File: src/rtl/adc_seq_pkg.sv
package adc_seq_pkg;
  localparam int RAW_W  = 10;
  localparam int WORD_W = 16;
  localparam int CH_W   = 3;
  localparam int LEN_W  = 3;
  localparam int SLOTS  = 8;
  localparam int ADDR_W = 4;

  localparam logic [ADDR_W-1:0] A_CFG  = 4'h0;
  localparam logic [ADDR_W-1:0] A_SEQ  = 4'h1;
  localparam logic [ADDR_W-1:0] A_STAT = 4'h2;

  localparam int CFG_FIFO = 0;
  localparam int CFG_FAST = 1;
  localparam int CFG_SGN  = 2;
  localparam int CFG_8B   = 3;
  localparam int CFG_TRIG = 4;
  localparam int CFG_W    = 5;

  localparam int ST_SCF   = 7;
  localparam int ST_ETORF = 5;
  localparam int ST_FOVR  = 4;
endpackage

File: src/rtl/adc_fmt.sv
module adc_fmt #(
  parameter int RAW_W  = 10,
  parameter int WORD_W = 16
) (
  input  logic [RAW_W-1:0]  raw,
  input  logic              eight_bit,
  input  logic              signed_fmt,
  output logic [WORD_W-1:0] word
);
  localparam int PAD10 = WORD_W - RAW_W;
  localparam int PAD8  = WORD_W - 8;
  logic [WORD_W-1:0] uns;

  always_comb begin
    if (eight_bit) uns = {raw[RAW_W-1 -: 8], {PAD8{1'b0}}};
    else           uns = {raw, {PAD10{1'b0}}};
    word = uns;
    if (signed_fmt) word[WORD_W-1] = ~uns[WORD_W-1];
  end
endmodule

File: src/rtl/adc_seq_fsm.sv
module adc_seq_fsm #(
  parameter int CH_W  = 3,
  parameter int LEN_W = 3,
  parameter int IDX_W = 3
) (
  input  logic             clk,
  input  logic             rst_n,
  input  logic             start,
  input  logic [CH_W-1:0]  start_chan,
  input  logic [LEN_W-1:0] len_m1,
  input  logic             fifo_mode,
  input  logic             conv_done,
  output logic             busy,
  output logic [CH_W-1:0]  chan,
  output logic [IDX_W-1:0] ctr,
  output logic             res_we,
  output logic [IDX_W-1:0] res_idx,
  output logic             seq_done
);
  logic [LEN_W-1:0] remain;
  logic acc, last;

  assign acc      = busy && conv_done;
  assign last     = (remain == '0);
  assign res_we   = acc && !start;
  assign res_idx  = ctr;
  assign seq_done = acc && last && !start;

  always_ff @(posedge clk) begin
    if (!rst_n) begin
      busy   <= 1'b0;
      chan   <= '0;
      remain <= '0;
      ctr    <= '0;
    end else if (start) begin
      busy   <= 1'b1;
      chan   <= start_chan;
      remain <= len_m1;
      if (!fifo_mode) ctr <= '0;
    end else if (acc) begin
      chan <= chan + 1'b1;
      if (last) begin
        busy <= 1'b0;
        ctr  <= fifo_mode ? ctr + 1'b1 : '0;
      end else begin
        remain <= remain - 1'b1;
        ctr    <= ctr + 1'b1;
      end
    end
  end

  p_chan_step_r3: assert property (@(posedge clk) disable iff (!rst_n)
    (acc && !last && !start) |=> (chan == $past(chan) + 1'b1));

  p_ctr_end_zero_r6: assert property (@(posedge clk) disable iff (!rst_n)
    (seq_done && !fifo_mode) |=> (ctr == '0));

  p_fifo_wrap_r7: assert property (@(posedge clk) disable iff (!rst_n)
    (res_we && fifo_mode && (ctr == '1)) |=> (ctr == '0));
endmodule

File: src/rtl/adc_result_bank.sv
module adc_result_bank #(
  parameter int SLOTS  = 8,
  parameter int WORD_W = 16,
  localparam int IDX_W = $clog2(SLOTS)
) (
  input  logic              clk,
  input  logic              rst_n,
  input  logic              we,
  input  logic [IDX_W-1:0]  widx,
  input  logic [WORD_W-1:0] wdata,
  input  logic              re,
  input  logic [IDX_W-1:0]  ridx,
  output logic [WORD_W-1:0] rdata,
  output logic              ovf
);
  logic [WORD_W-1:0] mem    [SLOTS];
  logic              unread [SLOTS];

  for (genvar i = 0; i < SLOTS; i++) begin : g_slot
    logic hit_w, hit_r;
    assign hit_w = we && (widx == IDX_W'(i));
    assign hit_r = re && (ridx == IDX_W'(i));
    always_ff @(posedge clk) begin
      if (!rst_n) begin
        mem[i]    <= '0;
        unread[i] <= 1'b0;
      end else if (hit_w) begin
        mem[i]    <= wdata;
        unread[i] <= 1'b1;
      end else if (hit_r) begin
        unread[i] <= 1'b0;
      end
    end
  end

  assign rdata = mem[ridx];
  assign ovf   = we && unread[widx];
endmodule

File: src/rtl/adc_seq_ctrl.sv
module adc_seq_ctrl
  import adc_seq_pkg::*;
(
  input  logic              clk,
  input  logic              rst_n,
  input  logic              reg_wr,
  input  logic              reg_rd,
  input  logic [ADDR_W-1:0] reg_addr,
  input  logic [WORD_W-1:0] reg_wdata,
  output logic [WORD_W-1:0] reg_rdata,
  input  logic              ext_trig,
  output logic              conv_req,
  output logic [CH_W-1:0]   conv_chan,
  input  logic              conv_done,
  input  logic [RAW_W-1:0]  conv_data
);
  localparam int IDX_W = $clog2(SLOTS);
  localparam int SEQ_W = CH_W + LEN_W;

  logic [CFG_W-1:0] cfg_q;
  logic [SEQ_W-1:0] seq_q;
  logic             trig_q, scf, etorf, fovr;
  logic             seq_wr, cfg_wr, stat_wr, res_rd;
  logic             trig_edge, trig_start, start;
  logic             busy, res_we, seq_done, ovf;
  logic [IDX_W-1:0] ctr, res_idx;
  logic [WORD_W-1:0] fmt_word, res_rdata;
  logic [7:0]       status;

  assign cfg_wr  = reg_wr && (reg_addr == A_CFG);
  assign seq_wr  = reg_wr && (reg_addr == A_SEQ);
  assign stat_wr = reg_wr && (reg_addr == A_STAT);
  assign res_rd  = reg_rd && reg_addr[ADDR_W-1];

  assign trig_edge  = ext_trig && !trig_q && cfg_q[CFG_TRIG];
  assign trig_start = trig_edge && !busy && !seq_wr;
  assign start      = seq_wr || trig_start;

  adc_seq_fsm #(.CH_W(CH_W), .LEN_W(LEN_W), .IDX_W(IDX_W)) u_fsm (
    .clk        (clk),
    .rst_n      (rst_n),
    .start      (start),
    .start_chan (seq_wr ? reg_wdata[CH_W-1:0] : seq_q[CH_W-1:0]),
    .len_m1     (seq_wr ? reg_wdata[SEQ_W-1:CH_W] : seq_q[SEQ_W-1:CH_W]),
    .fifo_mode  (cfg_q[CFG_FIFO]),
    .conv_done  (conv_done),
    .busy       (busy),
    .chan       (conv_chan),
    .ctr        (ctr),
    .res_we     (res_we),
    .res_idx    (res_idx),
    .seq_done   (seq_done)
  );

  adc_fmt #(.RAW_W(RAW_W), .WORD_W(WORD_W)) u_fmt (
    .raw        (conv_data),
    .eight_bit  (cfg_q[CFG_8B]),
    .signed_fmt (cfg_q[CFG_SGN]),
    .word       (fmt_word)
  );

  adc_result_bank #(.SLOTS(SLOTS), .WORD_W(WORD_W)) u_bank (
    .clk   (clk),
    .rst_n (rst_n),
    .we    (res_we),
    .widx  (res_idx),
    .wdata (fmt_word),
    .re    (res_rd),
    .ridx  (reg_addr[IDX_W-1:0]),
    .rdata (res_rdata),
    .ovf   (ovf)
  );

  assign conv_req = busy;

  always_ff @(posedge clk) begin
    if (!rst_n) begin
      cfg_q  <= '0;
      seq_q  <= '0;
      trig_q <= 1'b0;
      scf    <= 1'b0;
      etorf  <= 1'b0;
      fovr   <= 1'b0;
    end else begin
      trig_q <= ext_trig;
      if (cfg_wr) cfg_q <= reg_wdata[CFG_W-1:0];
      if (seq_wr) seq_q <= reg_wdata[SEQ_W-1:0];

      if (seq_done)                          scf <= 1'b1;
      else if (seq_wr)                       scf <= 1'b0;
      else if (stat_wr && reg_wdata[ST_SCF]) scf <= 1'b0;
      else if (res_rd && cfg_q[CFG_FAST])    scf <= 1'b0;

      if (trig_edge && busy)                   etorf <= 1'b1;
      else if (stat_wr && reg_wdata[ST_ETORF]) etorf <= 1'b0;

      if (ovf && cfg_q[CFG_FIFO])             fovr <= 1'b1;
      else if (stat_wr && reg_wdata[ST_FOVR]) fovr <= 1'b0;
    end
  end

  assign status = {scf, 1'b0, etorf, fovr, 1'b0, ctr};

  always_comb begin
    reg_rdata = '0;
    if (reg_addr[ADDR_W-1])        reg_rdata = res_rdata;
    else if (reg_addr == A_CFG)    reg_rdata[CFG_W-1:0] = cfg_q;
    else if (reg_addr == A_SEQ)    reg_rdata[SEQ_W-1:0] = seq_q;
    else if (reg_addr == A_STAT)   reg_rdata[7:0] = status;
  end

  p_scf_on_end_r8: assert property (@(posedge clk) disable iff (!rst_n)
    $fell(busy) |-> scf);

  p_etorf_set_r10: assert property (@(posedge clk) disable iff (!rst_n)
    (trig_edge && busy) |=> (etorf && busy == $past(busy)));

  p_fovr_set_r11: assert property (@(posedge clk) disable iff (!rst_n)
    (ovf && cfg_q[CFG_FIFO]) |=> fovr);

  p_idle_no_req_r1: assert property (@(posedge clk) disable iff (!rst_n)
    (!busy && !start) |=> !conv_req);
endmodule

File: config.mk
export PLATFORM = sky130hd
export DESIGN_NAME = adc_seq_ctrl
export DESIGN_NICKNAME = d
export VERILOG_FILES = /design/src/rtl/adc_seq_pkg.sv /design/src/rtl/adc_fmt.sv /design/src/rtl/adc_seq_fsm.sv /design/src/rtl/adc_result_bank.sv /design/src/rtl/adc_seq_ctrl.sv
export SDC_FILE = /design/constraint.sdc
export NUM_CORES = 1
export LEC_CHECK = 0
export CORE_MARGIN = 2
export CORE_UTILIZATION = 35
export CTS_BUF_LIST = sky130_fd_sc_hd__clkbuf_8
export CTS_CLUSTER_DIAMETER = 200
export DETAILED_ROUTE_END_ITERATION = 10
export DONT_BUFFER_PORTS = 1
export GPL_TIMING_DRIVEN = 0
export PLACE_DENSITY_LB_ADDON = 0.25
export SLEW_MARGIN = 20
export SYNTH_ARGS = -nofsm -noshare
export SYNTH_HDL_FRONTEND = slang
export SYNTH_HIERARCHICAL = 1
export SYNTH_SLANG_ARGS = --single-unit
File: constraint.sdc
create_clock -name clk -period 3.15 [get_ports clk]
set_input_delay 0.63 -clock clk [delete_from_list [all_inputs] [get_ports clk]]
set_output_delay 0.63 -clock clk [all_outputs]
set_load 0.005 [all_outputs]
# Word-level counts from Yosys, hierarchy flattened
# Memories as Yosys holds them, arrays and structs flattened. A register that Yosys moved wholly into a read port is not among the register bits.
# Cells that the tools add are included.
totals:
  register_bits: 25
  ram_bits: 136
  output_inout_bits: 20
  wordCells: 225
  memories: 2
op_classes:
  n_addsub: 3
  eq_ne: 18
  muxes: 115
  bitwise: 25
  reduce_logical: 52
mem_list:
  columns: ["name", "words", "word_bits", "rd", "rd_ports_with_merged_regs", "write_ports", "line_no", "text"]
  rows:
  - ["u_bank.mem", 8, 16, 1, 0, 8, "adc_result_bank.sv:16", "logic [WORD_W-1:0] mem [SLOTS];"]
  - ["u_bank.unread", 8, 1, 1, 1, 8, "adc_result_bank.sv:17", "logic unread [SLOTS];"]
ops:
  columns: ["op", "n"]
  rows:
  - ["two-way mux 16 bit", 8]
  - ["two-way mux 1 bit", 85]
  - ["two-way mux 3 bit", 15]
  - ["logical AND 1 bit", 35]
  - ["two-way mux 8 bit", 4]
  - ["== test 3 bit (second input constant)", 8]
  - ["bitwise OR 1 bit", 24]
  - ["== test 3 x 2 -> 1 bit (second input constant)", 4]
  - ["zero test 3 bit", 3]
  - ["nonzero test 2 bit", 4]
  - ["adder 3 x 1 -> 3 bit (second input constant)", 2]
  - ["== test 3 x 1 -> 1 bit (second input constant)", 2]
  - ["two-way mux 6 bit", 1]
  - ["AND reduction 2 bit", 3]
  - ["two-way mux 5 bit", 1]
  - ["== test 4 x 1 -> 1 bit (second input constant)", 1]
  - ["== test 4 x 2 -> 1 bit (second input constant)", 1]
  - ["zero test 1 bit", 4]
  - ["zero test 4 bit", 1]
  - ["nonzero test 4 bit", 1]
  - ["subtractor 3 x 1 -> 3 bit (second input constant)", 1]
  - ["two-way mux 2 bit", 1]
  - ["inequality test 2 x 1 -> 1 bit (second input constant)", 1]
  - ["inequality test 2 bit (second input constant)", 1]
  - ["other kinds (2)", 2]

# Logic depth before layout (Yosys ltp)
# Gate-level depths: netlist of the first run.
logic_depth:
  ltp_word: 14
  depth_mapped: 10
  ltp_nobuf: 9

# Cells and area by module
# Netlist of the first run, hierarchy kept.
modules_own_cells:
  columns: ["mod", "n_inst", "cells_per_inst", "area_each_um2", "seq_area_each_um2"]
  rows:
  - ["adc_result_bank", 1, 414, 6209.7, 4073.9]
  - ["adc_seq_ctrl", 1, 123, 940.9, 300.3]
  - ["adc_seq_fsm", 1, 68, 589.3, 200.2]
  - ["adc_fmt", 1, 17, 122.6, 0.0]

# Least setup slack after synthesis of the first run
# OpenSTA, ideal clock, no wires.
synth_path:
  kind: "input to register"
  from: "input port reg_addr[0]"
  to: "memory u_bank.mem[1][0], enable pin"
  setup_time_ns: 0.411
  arrival_time_ns: 2.876
  required_ns: 2.739
  slack_ns: -0.137
  stages: 8
  cell_sequence: "nor2b_1 > clkbuf_1 > nand2_1 > o31ai_1 > nand3b_4 > inv_1 > nand2b_1 > o21ai_0"
synth_rtl:
  columns: ["element", "line_no", "text"]
  rows:
  - ["from (decl)", "adc_seq_ctrl.sv:8", "input logic [ADDR_W-1:0] reg_addr,"]
  - ["to (decl)", "adc_result_bank.sv:16", null]

# Worst setup path after layout of the first run
layout_path:
  from: "input port reg_addr[1]"
  to: "output port reg_rdata[5]"
layout_rtl:
  columns: ["element", "line_no", "text"]
  rows:
  - ["memory (8 x 16 bit)", null, null]
  - ["named net res_rdata[5]", "adc_seq_ctrl.sv:27", "logic [WORD_W-1:0] fmt_word, res_rdata;"]
  - ["two-way mux 8 bit", "adc_seq_ctrl.sv:106", "if (reg_addr[ADDR_W-1]) reg_rdata = res_rdata;"]
  - ["to (decl)", "adc_seq_ctrl.sv:10", "output logic [WORD_W-1:0] reg_rdata,"]
# The timed path passes the listed nets, and every way through them passes these cells.

==> results by group, run 1 <==
Run status
  • Outcome: complete, no violations

Floorplan
  • Die Ht: 154 um
  • Starting Density: 35.8%
  • Core area: 22000 um^2
  • Boundary Pins: 56
  • Die Span X: 154 um
  • Row count: 54
  • Die area: 23700 um^2

GRT
  • First-pass GRT wire length: 33.9 mm
  • All-Layer GR Usage: 19.6%
  • Largest net degree at the start of global routing: 19
  • Initial antenna violation count: 0
  • Vias in the first global route: 5425
  • Total congestion overflow: 0

Route
  • Initial DRC count: 625
  • Vias per cell: 5.84
  • Antenna viol nets, final: 0
  • Remaining DRCs: 0
  • DR vias: 5506
  • Met3 wire length: 2.23 mm
  • Drt total wl: 23.2 mm
  • Drt first pass iters: 5
  • DRT met1 WL: 9.38 mm
  • DR top layer: met4
  • Wirelength per Cell: 24.6 um
  • Met2 wire len: 11.0 mm

Timing
  • Slew Viols, Final: 0
  • Relative slew slack: 43.4%
  • Hold slack: 0.242 ns
  • Fmax: 326 MHz
  • Slew @ Worst Pin: 0.848 ns
  • Setup total negative slack: 0 ns
  • Post-Route Skew: 0.0221 ns
  • Finish-stage setup viols: 0
  • Fin crit share: 97.4%
  • RSZ-0062 raised after global routing: false
  • Minimum clock period: 3.07 ns
  • Final Hold Vio Count: 0

Finish
  • Nets: 690
  • Most frequent cells in the layout: edfxtp_1, nor3_1, mux4_2
  • Antenna cells: 0
  • Non-filler cells, final: 943
  • Area grow syn2layout: 11.7%
  • Final Cell Area: 8780 um^2
  • Filler cell count in the final layout: 2064
  • Commonest non-fill, non-tap cell in the layout: edfxtp_1
  • Share of cells above drive strength 1: 20.1%

Placement
  • Cells after DPL: 911
  • Routability cong.: 0.861
  • Placed Area: 8340 um^2
  • Port Buffers: 0
  • Hpwl dp: 15.7 mm

Critical path
  • WP data arrival: 2.44 ns
  • Origin of the worst setup path: reg_addr[1]
  • Worst setup EP type: primary output
  • Crit path max fanout: 10
  • Critical R2R Launch: u_fsm/busy
  • CP startpoint kind: input port
  • Worst EP required: 2.52 ns
  • Critical path class: input port to primary output

Clocking
  • Clk_lat worst skew: 0.47 ns
  • Max clock buf depth: 2
  • Root Driver: clkbuf_8
  • Worst-path clk slew: 0.10 ns
  • CTS tree: yes
  • CTS buffer count: 17
  • Sink Count: 161
  • H-tree level count: 4

Synth
  • Proportion of netlist area held by the largest area contributor: 51.6%
  • Post-synth ARST share: 0%
  • Yosys warns: 6
  • Seq/Total Area, Yosys: 58.2%
  • Mean post-synth cell area: 12.6 um^2
  • Cell taking the most area after synthesis: edfxtp_1
  • Synthesized flop and latch total: 161
  • Syn Std Cell Area: 7860 um^2
  • Synth cell types: 54
  • Ys flop type: edfxtp_1
  • Synthesized instance count: 622
  • Post-synth EDFFs: 135
  • Synth area leaders: edfxtp_1, nor3_1, mux4_2, dfxtp_1, mux4_1

Hold path
  • Hold path startpoint: reg_wdata[5]
  • HP Class: input port to flop

Job
  • Max-cap viol count: 0

Power
  • Leak pwr: 2.93 nW
  • Pwr per Cell Area: 493 nW/um^2
  • Peak supply drop: 271 uV
critical path, stage by stage:
cell	delay, ns
buf_2	0.26
buf_1	0.53
mux4_2	0.44
mux2_2	0.32
a22o_1	0.26
cell usage after synthesis, types with 2 or more instances:
master,n
mux2i_1,2
nand3_1,19
buf_1,14
buf_6,3
nand2b_1,16
o41ai_1,3
a32o_1,5
o21ai_1,11
mux4_2,27
buf_2,12
or2_2,2
and2_1,12
nor2b_1,6
nor2_1,13
nor3_1,129
or3_1,2
mux2_2,16
clkinv_1,16
dfxtp_1,26
a2bb2oi_1,4
xor2_1,3
o21ai_0,15
o221ai_1,7
a21oi_1,18
edfxtp_1,135
mux4_1,7
ha_1,4
a31oi_1,3
buf_12,2
a22o_1,3
nor3b_1,2
inv_1,10
buf_4,17
nand2_1,18
clkbuf_1,20
a211oi_1,2
where the power goes:
part,internal [mW],total (mW),switching [mW],leakage (nW)
registers,2.36,2.38,0.0211,1.60
clock network,0.679,1.59,0.908,0.210
logic,0.142,0.363,0.221,1.11
total,3.18,4.33,1.15,2.93
metrics by stage:
stage | power, mW | utilization [%] | setup WS [ns]
2_1_floorplan | 2.67 | - | -0.137
4_1_cts | 4.36 | 40.0 | 0.0615
5_1_grt | 4.48 | 40.0 | 0.0823
3_5_place_dp | 2.79 | 38.0 | -0.563
3_3_place_gp | 2.77 | 37.5 | -1.80
6_report | 4.33 | 40.0 | 0.0817
final timing paths:
path / to / slack [ns] / cells after the start
hold reg to reg: fovr / 0.49 / 2
setup reg to reg: u_bank/mem[4][6] / 0.23 / 7
hold / removal: etorf / 0.24 / 1
setup / recovery: reg_rdata[5] / 0.08 / 5
kinds of logic (layout without fill, tap and decap cells):
family / after synthesis / in the layout / share of synthesized area (%)
flops: 161 / 161 / 58.2
compound gates: 76 / 76 / 6.40
simple gates: 230 / 230 / 15.5
mux: 52 / 52 / 12.6
other cells: 1 / 6 / 0.0477
fa+ha+maj: 4 / 4 / 0.637
xor+xnor: 3 / 3 / 0.334
buf+inv: 95 / 131 / 6.24
state kept, by name (all words and copies together) (netlist names):
signal	count
u_bank/mem	128
u_fsm/chan	3
u_fsm/remain	3
cfg_q	5
scf	1
u_bank/unread	8
etorf	1
seq_q	6
fovr	1
u_fsm/ctr	3
u_fsm/busy	1
trig_q	1
what timing repair did:
item	CTS	global route
hold buffers	0	0
endpoints found under the hold margin	0	0
gates resized for setup	2	1
setup endpoints to repair	68	18
setup buffers	0	0
area by class of cell:
cell class                 count  area, um^2  share of cell area [%]
buffer                        68         390                    4.44
inverter                      27         101                    1.15
multi-input combinational    371        2890                    32.9
sequential                   161        4570                    52.1
tap                          280         350                    3.99
clock buffer                  17         234                    2.66
timing repair buffer           4        52.6                   0.598
clock inverter                15         191                    2.18
metal layers:
layer | vias up | track usage [%]
met3 | 45 | 5.02
met5 | - | 0
met1 | 2733 | 26.0
met4 | 0 | 5.92
li1 | 2415 | -
met2 | 313 | 32.0
Power figures use the tool's default switching activity.
==> run 2: changes to the inputs <==
--- a/config.mk
+++ b/config.mk
@@ -6,7 +6,7 @@
 export NUM_CORES = 1
 export LEC_CHECK = 0
 export CORE_MARGIN = 2
-export CORE_UTILIZATION = 35
+export CORE_UTILIZATION = 40
 export CTS_BUF_LIST = sky130_fd_sc_hd__clkbuf_8
 export CTS_CLUSTER_DIAMETER = 200
 export DETAILED_ROUTE_END_ITERATION = 10
==> run 2 against run 1 <==
Compared with the run above: highest routed layer unchanged; clock skew shrank 0.0034 ns; sequential share of layout area grew 0.40 points; fmax grew 2.1%; final cell count shrank 1.5%; combinational power shrank 1%; critical path type unchanged; sequential cell count is the same; largest cell class unchanged; routed wire length shrank 4.1%; power shrank 3.4%.
==> results by group, run 2 (same netlist as run 1, synthesis figures left out) <==
Critical path
  • Worst EP required: 2.52 ns
  • Largest stage delay on the critical path: 0.48 ns
  • CP Buf/Inv Count: 2
  • Crit path max fanout: 10
  • WP data arrival: 2.37 ns
  • Worst setup EP type: primary output
  • FF-to-FF path depth: 7
  • Family with the most delay on the worst path: buffers and inverters
  • Levels on crit path: 5
  • CP startpoint kind: input port
  • Slowest CP cell: buf_1
  • Crit path cell chain: buf_2, buf_1, mux4_2, mux2_2, a22o_1
  • Critical path class: input port to primary output

GRT
  • M1 GR Usage: 28.8%
  • Initial antenna violation count: 1
  • Most used routing layer: met2
  • Largest net degree at the start of global routing: 17
  • GR Util met2: 36.7%
  • Total congestion overflow: 0
  • Vias in the first global route: 5593
  • Met3 GRT Util: 6.13%
  • First-pass GRT wire length: 33.4 mm
  • All-Layer GR Usage: 22.4%

Timing
  • Final Hold Vio Count: 0
  • Fmax: 333 MHz
  • Slew @ Worst Pin: 0.803 ns
  • Relative slew slack: 46.4%
  • Fin crit share: 95.4%
  • Slew Viols, Final: 0
  • Post-Route Skew: 0.0186 ns
  • RSZ-0062 raised after global routing: false
  • Finish-stage setup viols: 0
  • Setup total negative slack: 0 ns
  • Hold slack: 0.241 ns
  • Minimum clock period: 3.00 ns

Finish
  • Antenna cells: 0
  • Nets: 692
  • Most frequent cells in the layout: edfxtp_1, nor3_1, mux4_2
  • Area grow syn2layout: 10.9%
  • Final Cell Area: 8720 um^2
  • Max FFs per register: 128
  • Share of cells above drive strength 1: 19.7%
  • Post-layout util: 44.9%
  • Reg with most FFs: u_bank/mem
  • Biggest regs: u_bank/mem x128, u_bank/unread x8, seq_q x6
  • Filler cell count in the final layout: 1840
  • Commonest non-fill, non-tap cell in the layout: edfxtp_1

Clocking
  • Worst-path clk slew: 0.10 ns
  • Root Driver: clkbuf_8
  • CTS buffer count: 17
  • Clk_lat worst skew: 0.46 ns
  • Sink Count: 161
  • Max clock buf depth: 2
  • Setup bufs post-CTS: 0
  • CTS tree: yes
  • H-tree level count: 4
  • CTS Hold Bufs: 0

Floorplan
  • Die Span X: 144 um
  • Boundary Pins: 56
  • Row count: 51
  • Core area: 19400 um^2
  • Die area: 20800 um^2
  • Die Ht: 144 um
  • Starting Density: 40.5%

Power
  • Clock network fraction of total power: 34.5%
  • Internal power: 3.14 mW
  • Peak supply drop: 278 uV
  • Pwr per Cell Area: 480 nW/um^2
  • Psw: 1.05 mW
  • Switch share: 25.0%
  • Leak pwr: 2.91 nW
  • Combinational share of power: 8.6%
  • Seq pwr share: 56.9%

Placement
  • Routability cong.: 0.871
  • Placed Area: 8340 um^2
  • Hpwl dp: 15.4 mm
  • Port Buffers: 0

Hold path
  • Hold Crit Depth: 1
  • HP Class: input port to flop

Route
  • DR vias: 5421
  • Vias per cell: 5.84
  • Remaining DRCs: 0
  • Antenna viol nets, final: 0
  • Wirelength per Cell: 24.0 um
  • Drt first pass iters: 6
  • Drt total wl: 22.3 mm
  • Initial DRC count: 531

Job
  • Max-cap viol count: 0

Run status
  • Outcome: complete, no violations
-- run 2: area by class of cell --
type                       count  area (um^2)  share of cell area [%]
clock inverter                14          133                    1.52
tap                          265          332                    3.80
sequential                   161         4570                    52.5
buffer                        68          389                    4.46
clock buffer                  17          234                    2.68
inverter                      27          101                    1.16
timing repair buffer           6         78.8                   0.904
multi-input combinational    371         2880                    33.0
-- run 2: per-stage QoR --
| stage | std cells | power [mW] | worst slack, ns |
|---|---|---|---|
| finish | 929 | 4.18 | 0.146 |
| global route | 929 | 4.33 | 0.0735 |
| detailed placement | 898 | 2.79 | -0.416 |
| CTS | 929 | 4.22 | 0.0768 |
| floorplan | 627 | 2.67 | -0.137 |
| global placement | 892 | 2.77 | -1.81 |
-- run 2: timing repair --
action                                  4_1_cts  5_1_grt
gates resized for setup                       1        1
endpoints found under the setup margin       49       14
endpoints found under the hold margin         0        0
-- run 2: layer usage --
layer  vias up  part of all wire, %
met1      2664                   39
met4         0                  2.5
met5         -                    0
li1       2418                    -
met3        44                   10
met2       295                   48
-- run 2: path summary, 6_finish.rpt --
check,start,end,slack (ns)
min,reg_wdata[5],etorf,0.24
min reg2reg,fovr,fovr,0.50
max reg2reg,u_fsm/busy,u_bank/unread[7],0.22
max,reg_addr[1],reg_rdata[5],0.15
-- run 2: power groups by stage --
stage | registers, mW | clock network, mW | logic, mW
after CTS | 2.38 | 1.48 | 0.357
final | 2.38 | 1.44 | 0.359
after global placement | 2.43 | 0 | 0.335
after global routing | 2.39 | 1.56 | 0.385
after floorplan | 2.42 | 0 | 0.246
after detailed placement | 2.43 | 0 | 0.355
